File: src/rtl/rfa_pkg.sv
// Shared types for the ring FIFO accessor: command codes and sequencer states.
package rfa_pkg;
    typedef enum logic [2:0] {
        OP_INIT     = 3'd0,
        OP_PUT      = 3'd1,
        OP_GET_WAIT = 3'd2,
        OP_GET_TRY  = 3'd3,
        OP_EMPTY    = 3'd4,
        OP_FULL     = 3'd5
    } rfa_op_e;

    typedef enum logic [3:0] {
        ST_IDLE,
        ST_ACQ,
        ST_RD_MASK,
        ST_RD_IN,
        ST_RD_OUT,
        ST_RD_DATA,
        ST_WR_DATA,
        ST_WR_IDX,
        ST_REL,
        ST_DONE
    } rfa_state_e;
endpackage

File: src/rtl/rfa_desc_file.sv
// Descriptor store: one base/mask/producer/consumer record per ring.
// Assumes at most one field set per write select in a cycle per field kind;
// reads are combinational on rd_sel. A zero base means unconfigured.
module rfa_desc_file #(
    parameter int NUM_FIFO = 2,
    parameter int ADDR_W   = 16,
    parameter int IDX_W    = 8,
    parameter int FIDX_W   = (NUM_FIFO > 1) ? $clog2(NUM_FIFO) : 1
) (
    input  logic              clk,
    input  logic              rst_n,
    input  logic [FIDX_W-1:0] rd_sel,
    output logic [ADDR_W-1:0] rd_base,
    output logic [IDX_W-1:0]  rd_mask,
    output logic [IDX_W-1:0]  rd_in,
    output logic [IDX_W-1:0]  rd_out,
    input  logic [FIDX_W-1:0] wr_sel,
    input  logic              wr_base_en,
    input  logic [ADDR_W-1:0] wr_base,
    input  logic              wr_mask_en,
    input  logic [IDX_W-1:0]  wr_mask,
    input  logic              wr_in_en,
    input  logic [IDX_W-1:0]  wr_in,
    input  logic              wr_out_en,
    input  logic [IDX_W-1:0]  wr_out
);
    logic [ADDR_W-1:0] base_a [NUM_FIFO];
    logic [IDX_W-1:0]  mask_a [NUM_FIFO];
    logic [IDX_W-1:0]  in_a   [NUM_FIFO];
    logic [IDX_W-1:0]  out_a  [NUM_FIFO];

    for (genvar g = 0; g < NUM_FIFO; g++) begin : g_slot
        logic [ADDR_W-1:0] base_r;
        logic [IDX_W-1:0]  mask_r, in_r, out_r;
        logic              hit;
        assign hit = (wr_sel == FIDX_W'(g));

        // Update this ring's record on a selected write.
        always_ff @(posedge clk) begin
            if (!rst_n) begin
                base_r <= '0;
                mask_r <= '0;
                in_r   <= '0;
                out_r  <= '0;
            end else if (hit) begin
                if (wr_base_en) base_r <= wr_base;
                if (wr_mask_en) mask_r <= wr_mask;
                if (wr_in_en)   in_r   <= wr_in;
                if (wr_out_en)  out_r  <= wr_out;
            end
        end

        assign base_a[g] = base_r;
        assign mask_a[g] = mask_r;
        assign in_a[g]   = in_r;
        assign out_a[g]  = out_r;
    end

    // Present the selected ring's record.
    always_comb begin
        rd_base = base_a[rd_sel];
        rd_mask = mask_a[rd_sel];
        rd_in   = in_a[rd_sel];
        rd_out  = out_a[rd_sel];
    end
endmodule

File: src/rtl/rfa_mem_port.sv
// Single-access memory port: a go pulse latches one access and raises the
// strobe until acknowledged. Assumes go only arrives while the port is idle.
module rfa_mem_port #(
    parameter int ADDR_W = 16,
    parameter int DATA_W = 8
) (
    input  logic              clk,
    input  logic              rst_n,
    input  logic              acc_go,
    input  logic              acc_we,
    input  logic [ADDR_W-1:0] acc_addr,
    input  logic [DATA_W-1:0] acc_wdata,
    output logic              acc_done,
    output logic [DATA_W-1:0] acc_rdata,
    output logic              mem_stb,
    output logic              mem_we,
    output logic [ADDR_W-1:0] mem_addr,
    output logic [DATA_W-1:0] mem_wdata,
    input  logic              mem_ack,
    input  logic [DATA_W-1:0] mem_rdata
);
    // Hold the access on the bus until the memory acknowledges it.
    always_ff @(posedge clk) begin
        if (!rst_n) begin
            mem_stb   <= 1'b0;
            mem_we    <= 1'b0;
            mem_addr  <= '0;
            mem_wdata <= '0;
        end else if (acc_go) begin
            mem_stb   <= 1'b1;
            mem_we    <= acc_we;
            mem_addr  <= acc_addr;
            mem_wdata <= acc_wdata;
        end else if (mem_stb && mem_ack) begin
            mem_stb   <= 1'b0;
        end
    end

    assign acc_done  = mem_stb && mem_ack;
    assign acc_rdata = mem_rdata;


    stb_hold_chk: assert property (@(posedge clk) disable iff (!rst_n)
        (mem_stb && !mem_ack) |=> (mem_stb && $stable(mem_addr)));

    go_idle_chk: assert property (@(posedge clk) disable iff (!rst_n)
        acc_go |-> !mem_stb);
endmodule

File: src/rtl/rfa_seq.sv
// Command sequencer: runs one ring command at a time, owning the bus for
// each memory phase and retrying blocking commands by release/re-acquire.
// Assumes the descriptor store reads combinationally and the memory port
// signals completion with acc_done in the acknowledge cycle.
module rfa_seq #(
    parameter int NUM_FIFO = 2,
    parameter int ADDR_W   = 16,
    parameter int DATA_W   = 8,
    parameter int FIDX_W   = (NUM_FIFO > 1) ? $clog2(NUM_FIFO) : 1
) (
    input  logic              clk,
    input  logic              rst_n,
    input  logic              cmd_valid,
    output logic              cmd_ready,
    input  logic [2:0]        cmd_op,
    input  logic [FIDX_W-1:0] cmd_fifo,
    input  logic [ADDR_W-1:0] cmd_base,
    input  logic [DATA_W-1:0] cmd_data,
    output logic              rsp_valid,
    output logic              rsp_flag,
    output logic [DATA_W-1:0] rsp_data,
    output logic              bus_req,
    input  logic              bus_gnt,
    output logic [FIDX_W-1:0] d_sel,
    input  logic [ADDR_W-1:0] d_base,
    input  logic [DATA_W-1:0] d_mask,
    input  logic [DATA_W-1:0] d_in,
    input  logic [DATA_W-1:0] d_out,
    output logic              wr_base_en,
    output logic [ADDR_W-1:0] wr_base,
    output logic              wr_mask_en,
    output logic [DATA_W-1:0] wr_mask,
    output logic              wr_in_en,
    output logic [DATA_W-1:0] wr_in,
    output logic              wr_out_en,
    output logic [DATA_W-1:0] wr_out,
    output logic              acc_go,
    output logic              acc_we,
    output logic [ADDR_W-1:0] acc_addr,
    output logic [DATA_W-1:0] acc_wdata,
    input  logic              acc_done,
    input  logic [DATA_W-1:0] acc_rdata
);
    import rfa_pkg::*;

    rfa_state_e        st_q;
    logic [2:0]        op_q;
    logic [FIDX_W-1:0] sel_q;
    logic [DATA_W-1:0] dat_q;
    logic              flag_q, retry_q, busy_q;
    logic              is_acc, is_get, op_is_ring;
    logic [DATA_W-1:0] nxt_in, nxt_out;

    // Decode state classes and advanced indices.
    always_comb begin
        is_acc = (st_q == ST_RD_MASK) || (st_q == ST_RD_IN) || (st_q == ST_RD_OUT) ||
                 (st_q == ST_RD_DATA) || (st_q == ST_WR_DATA) || (st_q == ST_WR_IDX);
        is_get = (op_q == OP_GET_WAIT) || (op_q == OP_GET_TRY);
        op_is_ring = (cmd_op >= 3'd1) && (cmd_op <= 3'd5);
        nxt_in  = (d_in + 1'b1) & d_mask;
        nxt_out = (d_out + 1'b1) & d_mask;
        d_sel   = (st_q == ST_IDLE) ? cmd_fifo : sel_q;
    end

    // Drive the memory access for the current phase.
    always_comb begin
        acc_go    = is_acc && !busy_q;
        acc_we    = (st_q == ST_WR_DATA) || (st_q == ST_WR_IDX);
        acc_wdata = dat_q;
        case (st_q)
            ST_RD_MASK: acc_addr = d_base - ADDR_W'(3);
            ST_RD_IN:   acc_addr = d_base - ADDR_W'(2);
            ST_RD_OUT:  acc_addr = d_base - ADDR_W'(1);
            ST_RD_DATA: acc_addr = d_base + ADDR_W'(d_out);
            ST_WR_DATA: acc_addr = d_base + ADDR_W'(d_in);
            ST_WR_IDX:  acc_addr = (op_q == OP_PUT) ? d_base - ADDR_W'(2)
                                                    : d_base - ADDR_W'(1);
            default:    acc_addr = d_base;
        endcase
        if (st_q == ST_WR_IDX) acc_wdata = (op_q == OP_PUT) ? d_in : d_out;
    end

    // Descriptor updates from commands and completed reads.
    always_comb begin
        wr_base_en = (st_q == ST_IDLE) && cmd_valid && (cmd_op == OP_INIT);
        wr_base    = cmd_base;
        wr_mask_en = (st_q == ST_RD_MASK) && acc_done;
        wr_mask    = acc_rdata;
        wr_in_en   = ((st_q == ST_RD_IN) && acc_done && (op_q == OP_INIT)) ||
                     ((st_q == ST_WR_DATA) && acc_done);
        wr_in      = (st_q == ST_WR_DATA) ? nxt_in : acc_rdata;
        wr_out_en  = ((st_q == ST_RD_OUT) && acc_done && (op_q == OP_INIT)) ||
                     ((st_q == ST_RD_DATA) && acc_done);
        wr_out     = (st_q == ST_RD_DATA) ? nxt_out : acc_rdata;
    end

    // Host-facing and bus-facing outputs.
    always_comb begin
        cmd_ready = (st_q == ST_IDLE);
        rsp_valid = (st_q == ST_DONE);
        rsp_flag  = flag_q;
        rsp_data  = dat_q;
        bus_req   = (st_q == ST_ACQ) || is_acc;
    end

    // Track whether the current phase's access is outstanding.
    always_ff @(posedge clk) begin
        if (!rst_n)        busy_q <= 1'b0;
        else if (acc_done) busy_q <= 1'b0;
        else if (acc_go)   busy_q <= 1'b1;
    end

    // Main command state machine.
    always_ff @(posedge clk) begin
        if (!rst_n) begin
            st_q    <= ST_IDLE;
            op_q    <= '0;
            sel_q   <= '0;
            dat_q   <= '0;
            flag_q  <= 1'b0;
            retry_q <= 1'b0;
        end else begin
            case (st_q)
                ST_IDLE: if (cmd_valid) begin
                    op_q    <= cmd_op;
                    sel_q   <= cmd_fifo;
                    dat_q   <= cmd_data;
                    flag_q  <= 1'b0;
                    retry_q <= 1'b0;
                    if (cmd_op == OP_INIT) begin
                        st_q <= (cmd_base == '0) ? ST_DONE : ST_ACQ;
                    end else if (!op_is_ring || d_base == '0) begin
                        flag_q <= 1'b1;
                        st_q   <= ST_DONE;
                    end else begin
                        st_q <= ST_ACQ;
                    end
                end
                ST_ACQ: if (bus_gnt) begin
                    if (op_q == OP_INIT)                   st_q <= ST_RD_MASK;
                    else if (is_get || op_q == OP_EMPTY)   st_q <= ST_RD_IN;
                    else                                   st_q <= ST_RD_OUT;
                end
                ST_RD_MASK: if (acc_done) st_q <= ST_RD_IN;
                ST_RD_IN: if (acc_done) begin
                    if (op_q == OP_INIT) begin
                        st_q <= ST_RD_OUT;
                    end else if (op_q == OP_EMPTY) begin
                        flag_q <= (acc_rdata == d_out);
                        st_q   <= ST_REL;
                    end else if (acc_rdata == d_out) begin
                        if (op_q == OP_GET_WAIT) retry_q <= 1'b1;
                        else                     flag_q  <= 1'b1;
                        st_q <= ST_REL;
                    end else begin
                        st_q <= ST_RD_DATA;
                    end
                end
                ST_RD_OUT: if (acc_done) begin
                    if (op_q == OP_INIT) begin
                        st_q <= ST_REL;
                    end else if (op_q == OP_FULL) begin
                        flag_q <= (nxt_in == acc_rdata);
                        st_q   <= ST_REL;
                    end else if (nxt_in == acc_rdata) begin
                        retry_q <= 1'b1;
                        st_q    <= ST_REL;
                    end else begin
                        st_q <= ST_WR_DATA;
                    end
                end
                ST_RD_DATA: if (acc_done) begin
                    dat_q <= acc_rdata;
                    st_q  <= ST_WR_IDX;
                end
                ST_WR_DATA: if (acc_done) st_q <= ST_WR_IDX;
                ST_WR_IDX:  if (acc_done) st_q <= ST_REL;
                ST_REL: if (!bus_gnt) begin
                    if (retry_q) begin
                        retry_q <= 1'b0;
                        st_q    <= ST_ACQ;
                    end else begin
                        st_q <= ST_DONE;
                    end
                end
                ST_DONE: st_q <= ST_IDLE;
                default: st_q <= ST_IDLE;
            endcase
        end
    end


    unconf_fast_chk: assert property (@(posedge clk) disable iff (!rst_n)
        (cmd_ready && cmd_valid && op_is_ring && d_base == '0) |=> (rsp_valid && rsp_flag));

    rsp_released_chk: assert property (@(posedge clk) disable iff (!rst_n)
        rsp_valid |-> !bus_req);

    busy_not_ready_chk: assert property (@(posedge clk) disable iff (!rst_n)
        (cmd_ready && cmd_valid) |=> !cmd_ready);
endmodule

File: src/rtl/ring_fifo_access.sv
// Top of the ring FIFO accessor: descriptor store, sequencer and memory port.
// Assumes the memory side grants the bus through bus_gnt and acknowledges
// each strobed access with mem_ack (read data valid in that cycle).
module ring_fifo_access #(
    parameter int NUM_FIFO = 2,
    parameter int ADDR_W   = 16,
    parameter int DATA_W   = 8,
    parameter int FIDX_W   = (NUM_FIFO > 1) ? $clog2(NUM_FIFO) : 1
) (
    input  logic              clk,
    input  logic              rst_n,
    input  logic              cmd_valid,
    output logic              cmd_ready,
    input  logic [2:0]        cmd_op,
    input  logic [FIDX_W-1:0] cmd_fifo,
    input  logic [ADDR_W-1:0] cmd_base,
    input  logic [DATA_W-1:0] cmd_data,
    output logic              rsp_valid,
    output logic              rsp_flag,
    output logic [DATA_W-1:0] rsp_data,
    output logic              bus_req,
    input  logic              bus_gnt,
    output logic              mem_stb,
    output logic              mem_we,
    output logic [ADDR_W-1:0] mem_addr,
    output logic [DATA_W-1:0] mem_wdata,
    input  logic              mem_ack,
    input  logic [DATA_W-1:0] mem_rdata
);
    logic [FIDX_W-1:0] d_sel;
    logic [ADDR_W-1:0] d_base, wr_base;
    logic [DATA_W-1:0] d_mask, d_in, d_out, wr_mask, wr_in, wr_out;
    logic              wr_base_en, wr_mask_en, wr_in_en, wr_out_en;
    logic              acc_go, acc_we, acc_done;
    logic [ADDR_W-1:0] acc_addr;
    logic [DATA_W-1:0] acc_wdata, acc_rdata;

    rfa_desc_file #(.NUM_FIFO(NUM_FIFO), .ADDR_W(ADDR_W), .IDX_W(DATA_W), .FIDX_W(FIDX_W)) u_desc (
        .clk(clk), .rst_n(rst_n),
        .rd_sel(d_sel), .rd_base(d_base), .rd_mask(d_mask), .rd_in(d_in), .rd_out(d_out),
        .wr_sel(d_sel),
        .wr_base_en(wr_base_en), .wr_base(wr_base),
        .wr_mask_en(wr_mask_en), .wr_mask(wr_mask),
        .wr_in_en(wr_in_en), .wr_in(wr_in),
        .wr_out_en(wr_out_en), .wr_out(wr_out)
    );

    rfa_seq #(.NUM_FIFO(NUM_FIFO), .ADDR_W(ADDR_W), .DATA_W(DATA_W), .FIDX_W(FIDX_W)) u_seq (
        .clk(clk), .rst_n(rst_n),
        .cmd_valid(cmd_valid), .cmd_ready(cmd_ready), .cmd_op(cmd_op),
        .cmd_fifo(cmd_fifo), .cmd_base(cmd_base), .cmd_data(cmd_data),
        .rsp_valid(rsp_valid), .rsp_flag(rsp_flag), .rsp_data(rsp_data),
        .bus_req(bus_req), .bus_gnt(bus_gnt),
        .d_sel(d_sel), .d_base(d_base), .d_mask(d_mask), .d_in(d_in), .d_out(d_out),
        .wr_base_en(wr_base_en), .wr_base(wr_base),
        .wr_mask_en(wr_mask_en), .wr_mask(wr_mask),
        .wr_in_en(wr_in_en), .wr_in(wr_in),
        .wr_out_en(wr_out_en), .wr_out(wr_out),
        .acc_go(acc_go), .acc_we(acc_we), .acc_addr(acc_addr), .acc_wdata(acc_wdata),
        .acc_done(acc_done), .acc_rdata(acc_rdata)
    );

    rfa_mem_port #(.ADDR_W(ADDR_W), .DATA_W(DATA_W)) u_port (
        .clk(clk), .rst_n(rst_n),
        .acc_go(acc_go), .acc_we(acc_we), .acc_addr(acc_addr), .acc_wdata(acc_wdata),
        .acc_done(acc_done), .acc_rdata(acc_rdata),
        .mem_stb(mem_stb), .mem_we(mem_we), .mem_addr(mem_addr), .mem_wdata(mem_wdata),
        .mem_ack(mem_ack), .mem_rdata(mem_rdata)
    );


    mem_owned_chk: assert property (@(posedge clk) disable iff (!rst_n)
        mem_stb |-> (bus_req && bus_gnt));
endmodule

File: config.mk
export PLATFORM = sky130hd
export DESIGN_NAME = ring_fifo_access
export DESIGN_NICKNAME = d
export VERILOG_FILES = /design/src/rtl/rfa_pkg.sv /design/src/rtl/rfa_desc_file.sv /design/src/rtl/rfa_mem_port.sv /design/src/rtl/rfa_seq.sv /design/src/rtl/ring_fifo_access.sv
export SDC_FILE = /design/constraint.sdc
export NUM_CORES = 1
export LEC_CHECK = 0
export BUFFER_PORTS_ARGS = -buffer_cell sky130_fd_sc_hd__buf_2
export CAP_MARGIN = 20
export CORE_MARGIN = 8
export CORE_UTILIZATION = 55
export DETAILED_ROUTE_END_ITERATION = 10
export PLACE_DENSITY = 0.72
export SLEW_MARGIN = 40
export SYNTH_ARGS = -nofsm -noshare
export SYNTH_HDL_FRONTEND = slang
export SYNTH_SLANG_ARGS = --single-unit
File: constraint.sdc
create_clock -name clk -period 6.2 [get_ports clk]
set_input_delay 0.62 -clock clk [delete_from_list [all_inputs] [get_ports clk]]
set_output_delay 0.62 -clock clk [all_outputs]
set_load 0.03 [all_outputs]
Word level (Yosys, flattened, before mapping)
Index checks and enable logic that the tools add are counted.
{"block": "totals", "ff_bits": 125, "in_bits": 41, "output_inout_bits": 38, "wordCells": 188}
{"block": "classes", "n_reduce_logical": 50, "n_eq_ne": 35, "n_mux": 69, "addsub": 7, "order_cmp": 3, "bitwise": 5}
{"cell": "$mux 8", "count": 15}
{"cell": "$pmux 16 s6", "count": 1}
{"cell": "$mux 4", "count": 19}
{"cell": "$mux 16", "count": 4}
{"cell": "$add 16x8->16", "count": 2}
{"cell": "$logic_not 16->1", "count": 2}
{"cell": "$pmux 4 s8", "count": 1}
{"cell": "$sub 16x2->16 const B", "count": 2}
{"cell": "$mux 1", "count": 25}
{"cell": "$ne 2x2->1 const B", "count": 11}
{"cell": "$reduce_and 2->1", "count": 9}
{"cell": "$add 8x1->8 const B", "count": 2}
{"cell": "$and 8x8->8", "count": 2}
{"cell": "$eq 4x3->1 const B", "count": 4}
{"cell": "$eq 8x8->1", "count": 2}
{"cell": "$pmux 8 s2", "count": 1}
{"cell": "$sub 16x1->16 const B", "count": 1}
{"cell": "$logic_and 1x1->1", "count": 12}
{"cell": "$logic_or 1x1->1", "count": 12}
{"cell": "$ne 2x1->1 const B", "count": 6}
{"cell": "$reduce_and 12->1", "count": 1}
{"cell": "$reduce_and 9->1", "count": 1}
{"cell": "$eq 4x2->1 const B", "count": 2}
{"cell": "$eq 4x4->1 const B", "count": 2}
{"cell": "22 further kinds", "count": 30}

Depth between registers and ports, before layout
Gate-level depths: netlist of run 1.
{"block": "logic_depth", "depth_word": 14, "mapped_depth": 22, "ltp_nobuf": 18}

Cells and area by module
A second synthesis of run 1 with hierarchy kept.
{"block": "unflattened", "cells_unflattened": 1065, "hier_area_um2": 8789.7}
{"mod": "rfa_seq", "area_per_inst_um2": 4157.7, "cells_per_inst": 618, "n_inst": 1, "seq_area_each_um2": 380.4}
{"mod": "rfa_desc_file", "area_per_inst_um2": 3565.9, "cells_per_inst": 355, "n_inst": 1, "seq_area_each_um2": 1601.5}
{"mod": "rfa_mem_port", "area_per_inst_um2": 1066.0, "cells_per_inst": 92, "n_inst": 1, "seq_area_each_um2": 520.5}

Worst setup path after synthesis of run 1
No wires, ideal clock.
{"block": "synth_timing", "path_type": "reg-to-reg", "start": "register u_seq.st_q[3]", "end": "register u_port.mem_addr[14]", "slack_ns": 2.156, "n_path_buf": 5, "t_required_ns": 6.083, "period_less_slack_ns": 4.044, "setup_ns": 0.117, "t_arrival_ns": 3.927, "path_stages_with_launch": 23, "cell_sequence": "dfxtp_1 -> buf_6 -> nor2_4 -> nand2_4 -> inv_6 -> mux2_4 -> buf_8 -> buf_6 -> buf_6 -> buf_2 -> mux2i_1 -> nor2_1 -> nor2_1 -> o21ai_0 -> ha_1 -> a21o_1 -> a21o_1 -> a2111oi_0 -> o31ai_1 -> a31oi_1 -> xnor2_1 -> a21oi_1 -> nor2_1"}
{"block": "synth_via", "elab_chain_cells": 9, "word_cells_on_any_way": 31, "classes_between": "add/sub: 5; eq/ne: 6; mux: 12; bitwise: 1; reduce/logical: 7"}
{"item": "start, declared", "line": "rfa_seq.sv:46", "rtl": "rfa_state_e st_q;"}
{"item": "start signal, assigned", "line": "rfa_seq.sv:131", "rtl": "st_q <= (cmd_base == '0) ? ST_DONE : ST_ACQ;"}
{"item": "$logic_not 4->1 (*)"}
{"item": "net cmd_ready", "line": "ring_fifo_access.sv:13", "rtl": "output logic cmd_ready,"}
{"item": "$mux 1 (*)", "line": "rfa_seq.sv:62", "rtl": "d_sel = (st_q == ST_IDLE) ? cmd_fifo : sel_q;"}
{"item": "$not 1->2 (implied by the code) (*)", "line": "rfa_desc_file.sv:61, rfa_desc_file.sv:63, rfa_desc_file.sv:64"}
{"item": "$mux 16 (implied by the code) (3 in series)", "line": "rfa_desc_file.sv:61", "rtl": "rd_base = base_a[rd_sel];"}
{"item": "$sub 16x1->16 / $sub 16x2->16 (equally long branches)"}
{"item": "$mux 16", "line": "rfa_seq.sv:76", "rtl": "ST_WR_IDX: acc_addr = (op_q == OP_PUT) ? d_base - ADDR_W'(2)"}
{"item": "$pmux 16 s6 (*)", "line": "rfa_seq.sv:70", "rtl": "case (st_q)"}
{"item": "end signal, assigned", "line": "rfa_mem_port.sv:32", "rtl": "mem_addr <= acc_addr;"}
{"item": "end, declared", "line": "rfa_mem_port.sv:17", "rtl": "output logic [ADDR_W-1:0] mem_addr,"}
The timed path passes the listed nets; every way through them passes the cells marked *. The select of a mux whose other input is x is not followed.
A chain may end at the register's enable or synchronous reset.

Worst setup path in the final report of run 1
{"block": "layout_timing", "start": "register u_seq.st_q[3]", "end": "register u_port.mem_addr[14]"}
{"block": "layout_via", "elab_chain_cells": 9, "word_cells_on_any_way": 31, "classes_between": "add/sub: 5; eq/ne: 6; mux: 12; bitwise: 1; reduce/logical: 7"}
{"item": "$logic_not 4->1", "line": "rfa_seq.sv:62"}
{"item": "$mux 1", "line": "rfa_seq.sv:62"}
{"item": "$not 1->2 (implied by the code)", "line": "rfa_desc_file.sv:61, rfa_desc_file.sv:63, rfa_desc_file.sv:64"}
{"item": "$mux 16 (implied by the code) (3 in series)", "line": "rfa_desc_file.sv:61"}
{"item": "$sub 16x1->16 / $sub 16x2->16 (equally long branches)"}
{"item": "$mux 16", "line": "rfa_seq.sv:76"}
{"item": "$pmux 16 s6", "line": "rfa_seq.sv:70"}
Several ways; a longest one is shown, not always the timed one. The select of a mux whose other input is x is not followed.

==> summary.md, run 1 <==
| Metric | Value |
|---|---|
| Status | finished, final reports clean |
| Setup bufs post-CTS | 0 |
| Power per Cell Area | 403.0 nW/um^2 |
| Synth Instances | 1092 |
| Stages on worst setup path | 15 |
| IO buf count | 78 |
| Fmax | 212.7 MHz |
| I/O pin count | 79 |
| CTS tree | yes |
| Vias in the first global route | 7474 |
| Register area share after synthesis | 29.86% |
| Design area | 9433 um^2 |
| WL/cell | 19.31 um |
| Core Area | 15030 um^2 |
| Worst-Skew Late Latency | 0.42 ns |
| R2r setup slk | 1.50 ns |
| Final Hold Fails | 0 |
| Die Wd | 139.4 um |
| Main combinational cell family by area after synthesis | simple AND/OR/NAND/NOR gates |
| Drt pass-1 iters | 5 |
| CP Capture Type | flop |
| #FFs+latches synth | 125 |
| Final nets | 1203 |
| Drt drc | 0 |
| TritonCTS Buffers | 17 |
| Place WS | 1.396 ns |
| Number of diodes | 0 |
| Layout Area Growth over Synthesis | 12.56% |
| Cell breakdown of the critical path | nor2_4 > nand2_4 > inv_6 > mux2_8 > mux2i_1 > o21ai_0 > ha_1 > a21o_1 > a21o_1 > a2111oi_0 > o31ai_1 > a31oi_1 > xnor2_1 > a21oi_1 > nor2_1 |
| Commonest register cell after synthesis | dfxtp_1 |
| Post-Syn Nets | 1158 |
| Clock Path Buffers | 2 |
| Worst Skew | 0.01532 ns |
| Grt total ovfl | 0 |
| Min Tclk post-route | 4.702 ns |
| Critical Path AT | 5.02 ns |
| # rows | 45 |
| Initial antenna violation count | 0 |
| Post-route clock period utilization | 75.83% |
| CP bufs+invs | 1 |
| Hold_buf cts | 0 |
| Placer's final routability congestion estimate | 0.9605 |
| Slew @ Worst Pin | 0.8203 ns |
| Type of the worst min-delay path | primary input to flop |
| Via density | 6.277 |
| HPWL after detailed placement | 18.79 mm |
| Startpoint Class | flop |
| Cell family with the largest share of critical-path delay | compound AO/OA/AOI/OAI gates |
| # clock sinks | 125 |
| Critical Path Max Stage Delay | 0.77 ns |
| Clk root buf | clkbuf_16 |
| Die Height | 139.4 um |
| Asr flop ratio synth | 0% |
| RSZ-0062 raised after global routing | false |
| Reg2Reg Depth | 15 |
| XOR/XNOR Fraction of Synth Area | 5.016% |
| Number of cells on the worst hold path | 3 |
| P_leak | 0.003716 uW |
| Synth top area cells | dfxtp_1 30%, mux2i_1 8.7%, nand2_1 7.0% |
| Rel. slew slack | 45.11% |
| Critical path's most frequent cell | a21o_1 |
| Layout cells sized above 1 | 14.45% |
| Peak fanout along the critical path | 61 |
| Overall Global Routing Usage | 25.86% |
| YS warnings | 0 |
| Netlist cell types | 83 |
| Via count | 8393 |
| Kind of critical path | flop to flop |
| Initial core utilization | 55.75% |
| Cell taking the most area after synthesis | dfxtp_1 |
| Drt total wl | 25.82 mm |
| Die Area | 19440 um^2 |
| VDD IR-drop max | 0.2346 mV |
| Synthesized area per cell | 7.674 um^2 |
| Quantity of gates resized following cts | 0 |
| DRT iter0 DRCs | 855 |
| Synth Cell Area | 8381 um^2 |
| Post-synthesis simple-gate area fraction | 25.05% |
| CTS clk-pin slew, worst paths | 0.07 ns |
| Largest net degree at the start of global routing | 62 |
| Final setup fails | 0 |
| Compound-Gate Fraction of Synth Area | 21.14% |
| Worst path required time | 6.52 ns |
| Global-route wire length before repair | 40.48 mm |
| Max-capacitance violation count | 0 |
| Finished Core Util | 62.75% |
| H-tree depth | 4 |
| Adder-Cell Fraction of Synth Area | 3.822% |
| Post-Place Cell Area | 8813 um^2 |
| Setup slack after layout | 1.498 ns |
| Final Non-Filler Cells | 1337 |
| Post-synth EDFFs | 0 |
| Top-area cell type share of the netlist area | 29.86% |
| TNS Setup | 0 ns |
| Crit-path slowest cell | dfxtp_1 |
| Multiplexer area fraction after synthesis | 10.44% |
| DRT antenna net count | 0 |
| Placed cells | 1306 |
| Max Slew Vio Count | 0 |
[power by group]
group	switching, uW	leakage [uW]	internal [uW]
combinational	1150	0.00242	581
clock	374	0.000285	633
sequential	125	0.00101	936
total	1650	0.00372	2150
[Yosys cell counts, drive strengths merged (15+ instances only)]
cell type	instances
inv	26
a211oi	23
buf	15
dfxtp	125
ha	24
mux2i	77
nor2	125
nor3	30
o21ai	69
a21oi	105
nor4	16
xnor2	35
nand2	157
clkbuf	46
nand3	27
[registers in the layout (all words and copies together), names as in the netlist]
name	cells
u_port.mem_addr	16
u_seq.sel_q	1
u_seq.retry_q	1
u_desc.g_slot.out_r	16
u_seq.busy_q	1
u_desc.g_slot.mask_r	16
u_seq.st_q	4
u_port.mem_we	1
u_desc.g_slot.in_r	16
u_port.mem_stb	1
u_seq.rsp_flag	1
u_desc.g_slot.base_r	32
u_port.mem_wdata	8
u_seq.rsp_data	8
u_seq.op_q	3
[logic make-up after synthesis]
logic type / after synthesis
AOI/OAI and AO/OA: 286
xor gates and xnor gates: 48
adders and majority gates: 25
buffers and inverters: 87
DFF: 125
muxes: 83
and+or+nand+nor: 438
[layout make-up]
class	instances	area, um^2
timing repair buffer	87	457.9
fill	1367	5600
clock buffer	22	484.2
tap	188	235.2
sequential	125	2502
clock inverter	9	110.1
inverter	26	105.1
multi-input combinational	880	5538
[path summary, 6_finish.rpt]
| check | start | end |
|---|---|---|
| setup reg to reg | u_seq.st_q[3] | u_port.mem_addr[14] |
| setup / recovery | u_seq.st_q[3] | u_port.mem_addr[14] |
| hold reg to reg | u_desc.g_slot[1].base_r[9] | u_desc.g_slot[1].base_r[9] |
| hold / removal | cmd_base[11] | u_desc.g_slot[1].base_r[11] |
[routing by layer]
layer	global-route usage (%)	share of wire, %	up-vias
met1	36.73	47	3919
met5	0	0	-
met2	37.26	42	416
li1	-	-	4020
met3	7.182	10	38
met4	7.106	1.4	0
[metrics by stage]
| step | power [uW] | hold slack, ns |
|---|---|---|
| 6_report | 3802 | 0.4586 |
| 5_1_grt | 4008 | 0.4544 |
| 4_1_cts | 3776 | 0.4492 |
| 3_5_place_dp | 2764 | 0.4568 |
| 3_3_place_gp | 2740 | 0.4580 |
| 2_1_floorplan | 2365 | 0.4440 |
[cell usage in the layout, fill, tap and decap left out, drive strengths merged, types with 6 or more instances in the layout]
cell,instances
and3,12
dfxtp,125
or3,14
buf,87
xnor2,35
mux2,6
xor2,13
nand3,27
a31oi,12
nor2,125
ha,24
o211ai,11
a211oi,23
inv,27
a22oi,8
a311oi,8
nor4,16
nand2,157
clkbuf,22
nor2b,11
nand2b,9
o21a,6
nor3,30
o21ai,69
a21oi,105
mux2i,77
[worst reg2reg max path, cell delays in order, from the launching register on]
cell,delay (ns)
dfxtp_1,0.77
nor2_4,0.14
nand2_4,0.17
inv_6,0.08
mux2_8,0.59
mux2i_1,0.53
o21ai_0,0.24
ha_1,0.36
a21o_1,0.18
a21o_1,0.19
a2111oi_0,0.63
o31ai_1,0.24
a31oi_1,0.23
xnor2_1,0.08
a21oi_1,0.15
nor2_1,0.05
Note: power is estimated with default switching activity, not from simulation.
==> run 2, diff against run 1 <==
Settings changed: PLACE_DENSITY 0.72 to 0.75.
Clock period 6.2 ns to 4.17 ns, I/O delays scaled along.
==> run 2 against run 1 <==
Against the previous run:
- utilization rose by 1.4 points
- die area did not move
- global-route usage rose by 0.77 points
- via count rose by 2.5%
- design area rose by 2.3%
- combinational power rose by 59%
- count of clock-buffer cells in the layout fell by 5
- sequential share of layout area fell by 0.59 points
- largest cell class unchanged
- first-iteration DRC count rose by 23%
- sequential cell count did not move
==> summary.md, run 2 (synthesis gave the netlist of run 1 again) <==
| Metric | Value |
|---|---|
| Min-Delay Endpoint | u_desc.g_slot[0].base_r[1] |
| Clock Path Buffers | 2 |
| DRT antenna net count | 0 |
| DRT iter0 DRCs | 1048 |
| Vias in the first global route | 7791 |
| Power per Cell Area | 611.0 nW/um^2 |
| I/O pin count | 79 |
| HPWL after detailed placement | 19.23 mm |
| Placer's final routability congestion estimate | 0.9953 |
| Core Area | 15030 um^2 |
| Max-capacitance violation count | 0 |
| Drt drc | 0 |
| Worst Hold Launch | cmd_base[1] |
| Crit Reg-Reg Endpoint | u_seq.rsp_flag |
| CP Capture Type | flop |
| Largest register FFs | 32 |
| Slew @ Worst Pin | 0.8325 ns |
| Critical Path AT | 4.30 ns |
| Drt pass-1 iters | 5 |
| IO buf count | 78 |
| Die Wd | 139.4 um |
| Clk root buf | clkbuf_16 |
| Critical Path Max Stage Delay | 0.40 ns |
| Initial antenna violation count | 0 |
| Drt total wl | 26.58 mm |
| Initial core utilization | 55.75% |
| VDD IR-drop max | 0.3141 mV |
| Finished Core Util | 64.17% |
| Rel. slew slack | 42.91% |
| Status | finished, final reports clean |
| Via density | 6.329 |
| Largest net degree at the start of global routing | 100 |
| Layout Area Growth over Synthesis | 15.11% |
| Commonest non-fill, non-tap cell in the layout | nand2_1 |
| RSZ-0062 raised after global routing | false |
| Die Height | 139.4 um |
| H-tree depth | 4 |
| CTS clk-pin slew, worst paths | 0.06 ns |
| CP bufs+invs | 4 |
| Max Slew Vio Count | 0 |
| Number of cells on the worst hold path | 3 |
| # clock sinks | 125 |
| # rows | 45 |
| Layout cells sized above 1 | 16.38% |
| WL/cell | 19.54 um |
| Commonest cells after routing, fill and taps aside | 156 x nand2_1, 125 x dfxtp_1, 119 x nor2_1 |
| P_leak | 0.003844 uW |
| CTS tree | yes |
| Number of diodes | 0 |
| Fillers | 1330 |
| Worst Skew | 0.007897 ns |
| Final Hold Fails | 0 |
| Biggest register | u_desc.g_slot.base_r |
| Global-route wire length before repair | 41.94 mm |
| Final setup fails | 0 |
| Peak fanout along the critical path | 12 |
| Via count | 8607 |
| Reg2Reg Depth | 16 |
| Min Tclk post-route | 3.957 ns |
| TNS Setup | 0 ns |
| Overall Global Routing Usage | 26.63% |
| Startpoint Class | flop |
| Place WS | 0.03150 ns |
| Setup slack after layout | 0.2130 ns |
| Die Area | 19440 um^2 |
| Kind of critical path | flop to flop |
| Post-route clock period utilization | 94.89% |
| Fmax | 252.7 MHz |
| Grt total ovfl | 0 |
| R2r setup slk | 0.21 ns |
| Final nets | 1225 |
| Reg2Reg Launch Point | u_seq.st_q[1] |
| Crit-path slowest cell | mux2_4 |
| Worst path required time | 4.51 ns |
| Worst-Skew Late Latency | 0.43 ns |
| Type of the worst min-delay path | primary input to flop |
| Cell family with the largest share of critical-path delay | simple AND/OR/NAND/NOR gates |
| TritonCTS Buffers | 17 |
| Cell breakdown of the critical path | nor2_2 > nand2_4 > inv_6 > mux2_4 > buf_4 > mux2i_1 > inv_1 > ha_1 > inv_1 > or3_1 > a211oi_1 > or3_1 > nand4b_1 > nor4_4 > nand2_1 > a211oi_2 |
## run 2: tightest hold or removal path, cell delays in order
cell,delay [ns]
buf_2,0.11
nand2_1,0.05
a21oi_1,0.05
## run 2: how the worst max path moves through the flow
stage                              from             endpoint  slack [ns]  depth (start not counted)
after floorplan           u_seq.st_q[3]  u_port.mem_addr[14]        0.13                         22
after global placement    u_seq.st_q[1]  u_port.mem_addr[14]        0.09                         17
after detailed placement  u_seq.st_q[1]  u_port.mem_addr[14]        0.03                         17
after CTS                 u_seq.st_q[1]  u_port.mem_addr[14]        0.02                         17
after global routing      u_seq.st_q[1]  u_port.mem_addr[15]        0.02                         16
final                     u_seq.st_q[1]       u_seq.rsp_flag        0.21                         16
## run 2: through the flow
| stage | hold slack [ns] | cell area (um^2) | cells | power [uW] |
|---|---|---|---|---|
| floorplan | 0.4440 | 8381 | 1092 | 3516 |
| global placement | 0.4536 | 8911 | 1320 | 4141 |
| detailed placement | 0.4588 | 8924 | 1320 | 4170 |
| CTS | 0.2383 | 9560 | 1352 | 5788 |
| global route | 0.2414 | 9647 | 1360 | 6199 |
| finish | 0.2460 | 9647 | 1360 | 5894 |
## run 2: power breakdown
part | internal (uW) | switching, uW
Sequential | 1390 | 138
Combinational | 966 | 1780
Clock | 1010 | 605
Total | 3370 | 2530
## run 2: cell type report
type                    count  area, um^2  area share (%)
multi-input cells         880        5530           57.33
clock inverters            15       211.5           2.192
clock buffers              17       425.4           4.410
well taps                 188       235.2           2.438
inverters                  26       102.6           1.064
flip-flops and latches    125        2502           25.94
repair buffers            109       639.4           6.628
## run 2: repair_timing
item                       4_1_cts  5_1_grt
gates resized for setup          0        4
setup buffers                    0        8
setup endpoints to repair        0        7
hold buffers                     0        0
## run 2: metal layers
metal	wire [um]	up-vias	global-route usage [%]	share of wire (%)
li1	-	4062	-	-
met5	0	-	0	0
met1	12330	4059	37.43	46
met4	539	0	7.857	2.0
met2	11260	430	38.96	42
met3	2446	56	6.943	9.2
